===== src/rtl/rtc_pkg.sv =====
package rtc_pkg;
  localparam int IDX_W = 7;

  localparam int C_IRQF = 7;
  localparam int C_PF   = 6;
  localparam int C_AF   = 5;
  localparam int C_UF   = 4;

  localparam int B_SET  = 7;
  localparam int B_PIE  = 6;
  localparam int B_AIE  = 5;
  localparam int B_UIE  = 4;

  localparam int A_UIP  = 7;

  typedef struct packed {
    logic periodic;
    logic alarm;
    logic upd_begin;
    logic upd_done;
  } rtc_events_t;
endpackage


===== src/rtl/rtc_port_decode.sv =====
module rtc_port_decode
  import rtc_pkg::*;
#(
  parameter int NREGS = 64
) (
  input  logic             clk,
  input  logic             rst_n,
  input  logic             req_valid,
  input  logic             req_write,
  input  logic             req_addr,
  input  logic [7:0]       req_wdata,
  output logic [IDX_W-1:0] idx,
  output logic             idx_ok,
  output logic             data_wr,
  output logic             data_rd,
  output logic             index_rd
);
  always_ff @(posedge clk) begin
    if (!rst_n)
      idx <= '0;
    else if (req_valid && req_write && !req_addr)
      idx <= req_wdata[IDX_W-1:0];
  end

  assign idx_ok   = (32'(idx) < NREGS);
  assign data_wr  = req_valid && req_write && req_addr && idx_ok;
  assign data_rd  = req_valid && !req_write && req_addr;
  assign index_rd = req_valid && !req_write && !req_addr;

  a_r1_index_low_bits: assert property (@(posedge clk) disable iff (!rst_n)
    (req_valid && req_write && !req_addr) |=> (idx == $past(req_wdata[IDX_W-1:0])));
endmodule


===== src/rtl/rtc_storage.sv =====
module rtc_storage #(
  parameter int NREGS = 64,
  localparam int AW = (NREGS > 1) ? $clog2(NREGS) : 1
) (
  input  logic          clk,
  input  logic          rst_n,
  input  logic          we,
  input  logic [AW-1:0] addr,
  input  logic [7:0]    wdata,
  output logic [7:0]    rdata
);
  logic [7:0] mem [NREGS];

  for (genvar g = 0; g < NREGS; g++) begin : g_byte
    always_ff @(posedge clk) begin
      if (!rst_n)
        mem[g] <= 8'h00;
      else if (we && (32'(addr) == g))
        mem[g] <= wdata;
    end
  end

  assign rdata = mem[addr];
endmodule


===== src/rtl/rtc_status_regs.sv =====
module rtc_status_regs
  import rtc_pkg::*;
#(
  parameter logic [7:0] D_VALUE = 8'h80
) (
  input  logic        clk,
  input  logic        rst_n,
  input  logic        wr_a,
  input  logic        wr_b,
  input  logic        rd_c,
  input  logic [7:0]  wdata,
  input  rtc_events_t ev,
  output logic [7:0]  reg_a,
  output logic [7:0]  reg_b,
  output logic [7:0]  reg_c,
  output logic [7:0]  reg_d,
  output logic        irq_o
);
  logic       set_mode;
  logic       uip_n;
  logic [7:0] a_n, b_n, c_n;
  logic [2:0] new_flags, flags_n;
  logic       hit, irqf_n;

  assign set_mode = reg_b[B_SET];

  always_comb begin
    if (wr_b && wdata[B_SET])
      uip_n = 1'b0;
    else if (ev.upd_done && !set_mode)
      uip_n = 1'b0;
    else if (ev.upd_begin && !set_mode)
      uip_n = 1'b1;
    else
      uip_n = reg_a[A_UIP];
    a_n = {uip_n, (wr_a ? wdata[6:0] : reg_a[6:0])};
    b_n = wr_b ? wdata : reg_b;
    new_flags = {ev.periodic, ev.alarm && !set_mode, ev.upd_done && !set_mode};
    flags_n = (rd_c ? 3'b000 : reg_c[C_PF:C_UF]) | new_flags;
    hit = |(flags_n & b_n[B_PIE:B_UIE]);
    irqf_n = (rd_c ? 1'b0 : reg_c[C_IRQF]) | hit;
    c_n = {irqf_n, flags_n, 4'b0000};
  end

  always_ff @(posedge clk) begin
    if (!rst_n) begin
      reg_a <= 8'h00;
      reg_b <= 8'h00;
      reg_c <= 8'h00;
    end else begin
      reg_a <= a_n;
      reg_b <= b_n;
      reg_c <= c_n;
    end
  end

  assign reg_d = D_VALUE;
  assign irq_o = reg_c[C_IRQF];

  a_r6_read_clears: assert property (@(posedge clk) disable iff (!rst_n)
    (rd_c && !ev.periodic && !ev.alarm && !ev.upd_done) |=> (reg_c == 8'h00 && !irq_o));

  a_r5_uip_kept: assert property (@(posedge clk) disable iff (!rst_n)
    (wr_a && !wr_b && !ev.upd_done && !ev.upd_begin) |=> (reg_a[A_UIP] == $past(reg_a[A_UIP])));

  a_r8_set_freezes: assert property (@(posedge clk) disable iff (!rst_n)
    (set_mode && !rd_c) |=> (reg_c[C_AF] == $past(reg_c[C_AF]) && reg_c[C_UF] == $past(reg_c[C_UF])));

  a_r10_set_clears_uip: assert property (@(posedge clk) disable iff (!rst_n)
    (wr_b && wdata[B_SET]) |=> !reg_a[A_UIP]);

  a_r11_uie_unmask: assert property (@(posedge clk) disable iff (!rst_n)
    (wr_b && wdata[B_UIE] && !reg_b[B_UIE] && reg_c[C_UF] && !rd_c) |=> irq_o);

  a_r7_enabled_flag_raises: assert property (@(posedge clk) disable iff (!rst_n)
    (|(reg_c[C_PF:C_UF] & reg_b[B_PIE:B_UIE])) |-> irq_o);
endmodule


===== src/rtl/rtc_regfile_ctrl.sv =====
module rtc_regfile_ctrl
  import rtc_pkg::*;
#(
  parameter int NREGS = 64,
  parameter int IDX_A = 10,
  parameter int IDX_B = 11,
  parameter int IDX_C = 12,
  parameter int IDX_D = 13,
  localparam int AW = (NREGS > 1) ? $clog2(NREGS) : 1
) (
  input  logic       clk,
  input  logic       rst_n,
  input  logic       req_valid,
  output logic       req_ready,
  input  logic       req_write,
  input  logic       req_addr,
  input  logic [7:0] req_wdata,
  output logic       rsp_valid,
  output logic [7:0] rsp_data,
  input  logic       ev_periodic,
  input  logic       ev_alarm,
  input  logic       ev_upd_begin,
  input  logic       ev_upd_done,
  output logic       irq
);
  logic [IDX_W-1:0] idx;
  logic             idx_ok, data_wr, data_rd, index_rd;
  logic             sel_a, sel_b, sel_c, sel_d, sel_stat;
  logic [7:0]       reg_a, reg_b, reg_c, reg_d, mem_rdata, rd_mux;
  rtc_events_t      ev;

  assign req_ready = 1'b1;
  assign ev = '{periodic: ev_periodic, alarm: ev_alarm,
                upd_begin: ev_upd_begin, upd_done: ev_upd_done};

  rtc_port_decode #(.NREGS(NREGS)) u_dec (
    .clk(clk), .rst_n(rst_n), .req_valid(req_valid), .req_write(req_write),
    .req_addr(req_addr), .req_wdata(req_wdata), .idx(idx), .idx_ok(idx_ok),
    .data_wr(data_wr), .data_rd(data_rd), .index_rd(index_rd)
  );

  assign sel_a    = (32'(idx) == IDX_A);
  assign sel_b    = (32'(idx) == IDX_B);
  assign sel_c    = (32'(idx) == IDX_C);
  assign sel_d    = (32'(idx) == IDX_D);
  assign sel_stat = sel_a || sel_b || sel_c || sel_d;

  rtc_storage #(.NREGS(NREGS)) u_mem (
    .clk(clk), .rst_n(rst_n), .we(data_wr && !sel_stat),
    .addr(idx[AW-1:0]), .wdata(req_wdata), .rdata(mem_rdata)
  );

  rtc_status_regs u_stat (
    .clk(clk), .rst_n(rst_n),
    .wr_a(data_wr && sel_a), .wr_b(data_wr && sel_b),
    .rd_c(data_rd && idx_ok && sel_c), .wdata(req_wdata), .ev(ev),
    .reg_a(reg_a), .reg_b(reg_b), .reg_c(reg_c), .reg_d(reg_d), .irq_o(irq)
  );

  always_comb begin
    if (!idx_ok)    rd_mux = 8'hFF;
    else if (sel_a) rd_mux = reg_a;
    else if (sel_b) rd_mux = reg_b;
    else if (sel_c) rd_mux = reg_c;
    else if (sel_d) rd_mux = reg_d;
    else            rd_mux = mem_rdata;
  end

  always_ff @(posedge clk) begin
    if (!rst_n) begin
      rsp_valid <= 1'b0;
      rsp_data  <= 8'h00;
    end else begin
      rsp_valid <= data_rd || index_rd;
      if (data_rd || index_rd)
        rsp_data <= index_rd ? 8'hFF : rd_mux;
    end
  end

  a_r2_even_read_ff: assert property (@(posedge clk) disable iff (!rst_n)
    index_rd |=> (rsp_valid && rsp_data == 8'hFF));

  a_r2_one_response: assert property (@(posedge clk) disable iff (!rst_n)
    !(req_valid && !req_write) |=> !rsp_valid);

  a_r4_d_constant: assert property (@(posedge clk) disable iff (!rst_n)
    (data_rd && sel_d) |=> (rsp_data == 8'h80));
endmodule


===== config.mk =====
export PLATFORM = sky130hd
export DESIGN_NAME = rtc_regfile_ctrl
export DESIGN_NICKNAME = d
export VERILOG_FILES = /design/src/rtl/rtc_pkg.sv /design/src/rtl/rtc_port_decode.sv /design/src/rtl/rtc_storage.sv /design/src/rtl/rtc_status_regs.sv /design/src/rtl/rtc_regfile_ctrl.sv
export SDC_FILE = /design/constraint.sdc
export NUM_CORES = 1
export LEC_CHECK = 0
export ABC_AREA = 1
export BUFFER_PORTS_ARGS = -buffer_cell sky130_fd_sc_hd__buf_2
export CAP_MARGIN = 30
export CORE_MARGIN = 10
export CORE_UTILIZATION = 60
export CTS_BUF_LIST = sky130_fd_sc_hd__clkbuf_2 sky130_fd_sc_hd__clkbuf_4 sky130_fd_sc_hd__clkbuf_8
export DETAILED_ROUTE_END_ITERATION = 16
export PLACE_DENSITY = 0.76
export SLEW_MARGIN = 20
export SYNTH_ARGS = -nofsm -noshare
export SYNTH_HDL_FRONTEND = slang
export SYNTH_SLANG_ARGS = --single-unit

===== constraint.sdc =====
create_clock -name clk -period 3.2 [get_ports clk]
set_input_delay 0.32 -clock clk [delete_from_list [all_inputs] [get_ports clk]]
set_output_delay 0.32 -clock clk [all_outputs]
set_load 0.01 [all_outputs]

==> flow_metrics.env <==
export IMPL_status="finished clean"
export IMPL_rows=75
export IMPL_timing_setup_tns_ns=0
export IMPL_hold_end="u_stat.reg_a[7]"
export IMPL_dp_cells=3178
export IMPL_first_pass_iters=6
export IMPL_core_area_um2=41950
export IMPL_drv_slew=0
export IMPL_worst_pin_slew_ns=0.8381
export IMPL_fin_util_pct=67.52
export IMPL_hold_depth=3
export IMPL_final_common_cell="nand2_1"
export IMPL_synth_warnings=0
export IMPL_ys_seq_area_share_pct=63.64
export IMPL_drt_total_wl_um=72440
export IMPL_cts_num_sinks=554
export IMPL_reg2regPathDepth=11
export IMPL_postCtsSetupBuffers=0
export IMPL_synth_edf_count=512
export IMPL_area_growth_pct=11.15
export IMPL_critPathRequiredTime_ns=3.54
export IMPL_fp_dieW_um=226.1
export IMPL_syn_inst=2665
export IMPL_powerDensity_nw_per_um2=548.6
export IMPL_slew_headroom_pct=43.92
export IMPL_synth_avg_cell_area_um2=9.562
export IMPL_ioPinCount=28
export IMPL_dr_first_iter_drc_count=2949
export IMPL_overflow=0
export IMPL_setup_viol=0
export IMPL_grt_pass1_vias=19504
export IMPL_netlist_cell_type_count=35
export IMPL_nFillCells=3230
export IMPL_stdcell_count=3329
export IMPL_vdd_ir_drop_worst_mv=0.3697
export IMPL_crit_path_start_kind="flop"
export IMPL_r2r_end="u_mem.mem[47][2]"
export IMPL_critical_path_arrival_ns=3.11
export IMPL_min_path_type="input pin to flop"
export IMPL_vias=20211
export IMPL_grt_first_pass_wirelength_um=111300
export IMPL_seqCellArea_um2=16220
export IMPL_fin_skew_ns=0.02562
export IMPL_nets=2745
export IMPL_criticalPathCategory="flop to flop"
export IMPL_grt_setup_unrepaired="no"
export IMPL_synth_flop_cell="edfxtp_1"
export IMPL_ys_seq_elements=554
export IMPL_numCtsBuffers=85
export IMPL_die_area_um2=51110
export IMPL_clk_latency_ns=0.65
export IMPL_end_kind="flop"
export IMPL_finalHoldViolations=0
export IMPL_drive_gt1_share_pct=13.16
export IMPL_timing_reg2reg_setup_slack_ns=0.43
export IMPL_dp_worst_setup_slack_ns=0.5612
export IMPL_fin_crit_sh_pct=86.48
export IMPL_root_buffer="clkbuf_8"
export IMPL_synthArstFlopShare_pct=0
export IMPL_setup_slack_ns=0.4325
export IMPL_htreeDepth=3
export IMPL_drtAntennaViolNets=0
export IMPL_drc=0
export IMPL_cts_path_max_buffers=3
export IMPL_max_freq_mhz=361.3
export IMPL_clk_pin_slew_worst_paths_ns=0.06
export IMPL_initial_core_util_pct=60.75
export IMPL_syn_cell_area_um2=25480
export IMPL_cts_tree="done"
export IMPL_p_leak_nw=11.22
export IMPL_crit_fanout=13
export IMPL_grt_use_total_pct=28.55
export IMPL_grt_max_degree=130
export IMPL_timing_final_crit_period_ns=2.768
export IMPL_routedWlPerCell_um=21.76
export IMPL_drv_cap=0
export IMPL_reg2reg_from="u_dec.idx[2]"
export IMPL_die_h_um=226.1
export IMPL_routed_via_density=6.071
export IMPL_portBuffers=26
export IMPL_mostFrequentLayoutCells="nand2_1 (682), edfxtp_1 (512), nor2_1 (508)"
export IMPL_gp_congestion=0.9812
export IMPL_hpwlAfterDp_um=45560
export IMPL_antenna_found_initial=0
export IMPL_multi_input_area_um2=8364
export IMPL_min_from="ev_upd_begin"
[flip-flops by register name, indices dropped and copies added (netlist names), named ones only]
signal and cells:
rsp_valid 1, u_dec.idx 7, u_stat.reg_c 4, rsp_data 8, u_stat.reg_a 8, u_mem.mem 512
u_stat.reg_b 8
[critical path, cell delays in order, from the launching register on]
cell	delay, ns
dfxtp_1	0.49
nor2_4	0.09
inv_4	0.10
nor2_2	0.06
nand2_2	0.09
inv_2	0.05
nor2_1	0.12
nand2_2	0.09
inv_4	0.17
nand4_1	0.55
o21ai_0	0.42
buf_4	0.23
[how the worst max path moves through the flow]
stage	startpoint	endpoint	slack [ns]
after CTS	u_dec.idx[2]	u_mem.mem[19][4]	0.56
after global routing	u_dec.idx[2]	u_mem.mem[39][4]	0.35
after detailed placement	u_dec.idx[2]	u_mem.mem[55][1]	0.56
final	u_dec.idx[2]	u_mem.mem[47][2]	0.43
after global placement	u_dec.idx[2]	u_mem.mem[46][0]	0.55
after floorplan	u_dec.idx[2]	u_mem.mem[37][0]	0.85
[per-layer routing]
layer,track usage [%],wire [µm],vias up
li1,-,-,9095
met1,37.90,27330,9582
met2,44.71,33260,1329
met3,5.798,8811,205
met4,12.98,3040,0
met5,0,0,-
[synth_stat cells, types with 10 or more instances]
library cell    n  area, µm²
o21ai_0        89      445.4
buf_2          45      225.2
clkbuf_1      116      435.4
buf_1          21      78.83
edfxtp_1      512      15370
nand3_1       444       2222
a21oi_1        38      190.2
nor2_4         10      112.6
dfxtp_1        42      840.8
inv_1          37      138.9
nor2_1        508       1907
nand3_2        51      510.5
inv_2          19      71.32
nand2_1       682       2560
[cell families (layout without fill, tap and decap cells)]
logic type / Yosys count / count (layout) / synth area share (%)
buf+inv: 248 / 341 / 3.997
other cells: 2 / 34 / 0.02947
compound gates: 139 / 139 / 2.799
simple gates: 1722 / 1722 / 29.54
flops: 554 / 554 / 63.64
[per-stage QoR]
stage	cell area (µm²)	power (mW)	hold slack, ns
after floorplan	25600	9.178	0.4455
after global placement	26610	9.673	0.5046
after detailed placement	26610	9.702	0.5200
after CTS	28320	15.52	0.01066
after global routing	28320	15.99	0.02800
final	28320	15.54	0.03390
[layout make-up]
| cell class | count | share of cell area [%] |
|---|---|---|
| Clock inverter | 27 | 0.6627 |
| Clock buffer | 121 | 5.306 |
| Timing Repair Buffer | 133 | 3.985 |
| Tap cell | 539 | 2.381 |
| Sequential cell | 554 | 57.28 |
| Multi-Input combinational cell | 1894 | 29.53 |
| Antenna cell | 1 | 0.008835 |
| Inverter | 60 | 0.8394 |
[report_power, final]
| group | internal, mW | switching [mW] |
|---|---|---|
| sequential | 8.15 | 0.0959 |
| clock | 3.24 | 2.70 |
| combinational | 0.350 | 1.00 |
[repair_timing]
action,CTS,global route
gates resized for setup,0,0
hold endpoints to repair,2,0
hold buffers,2,0
(Power assumes the default switching activity.)
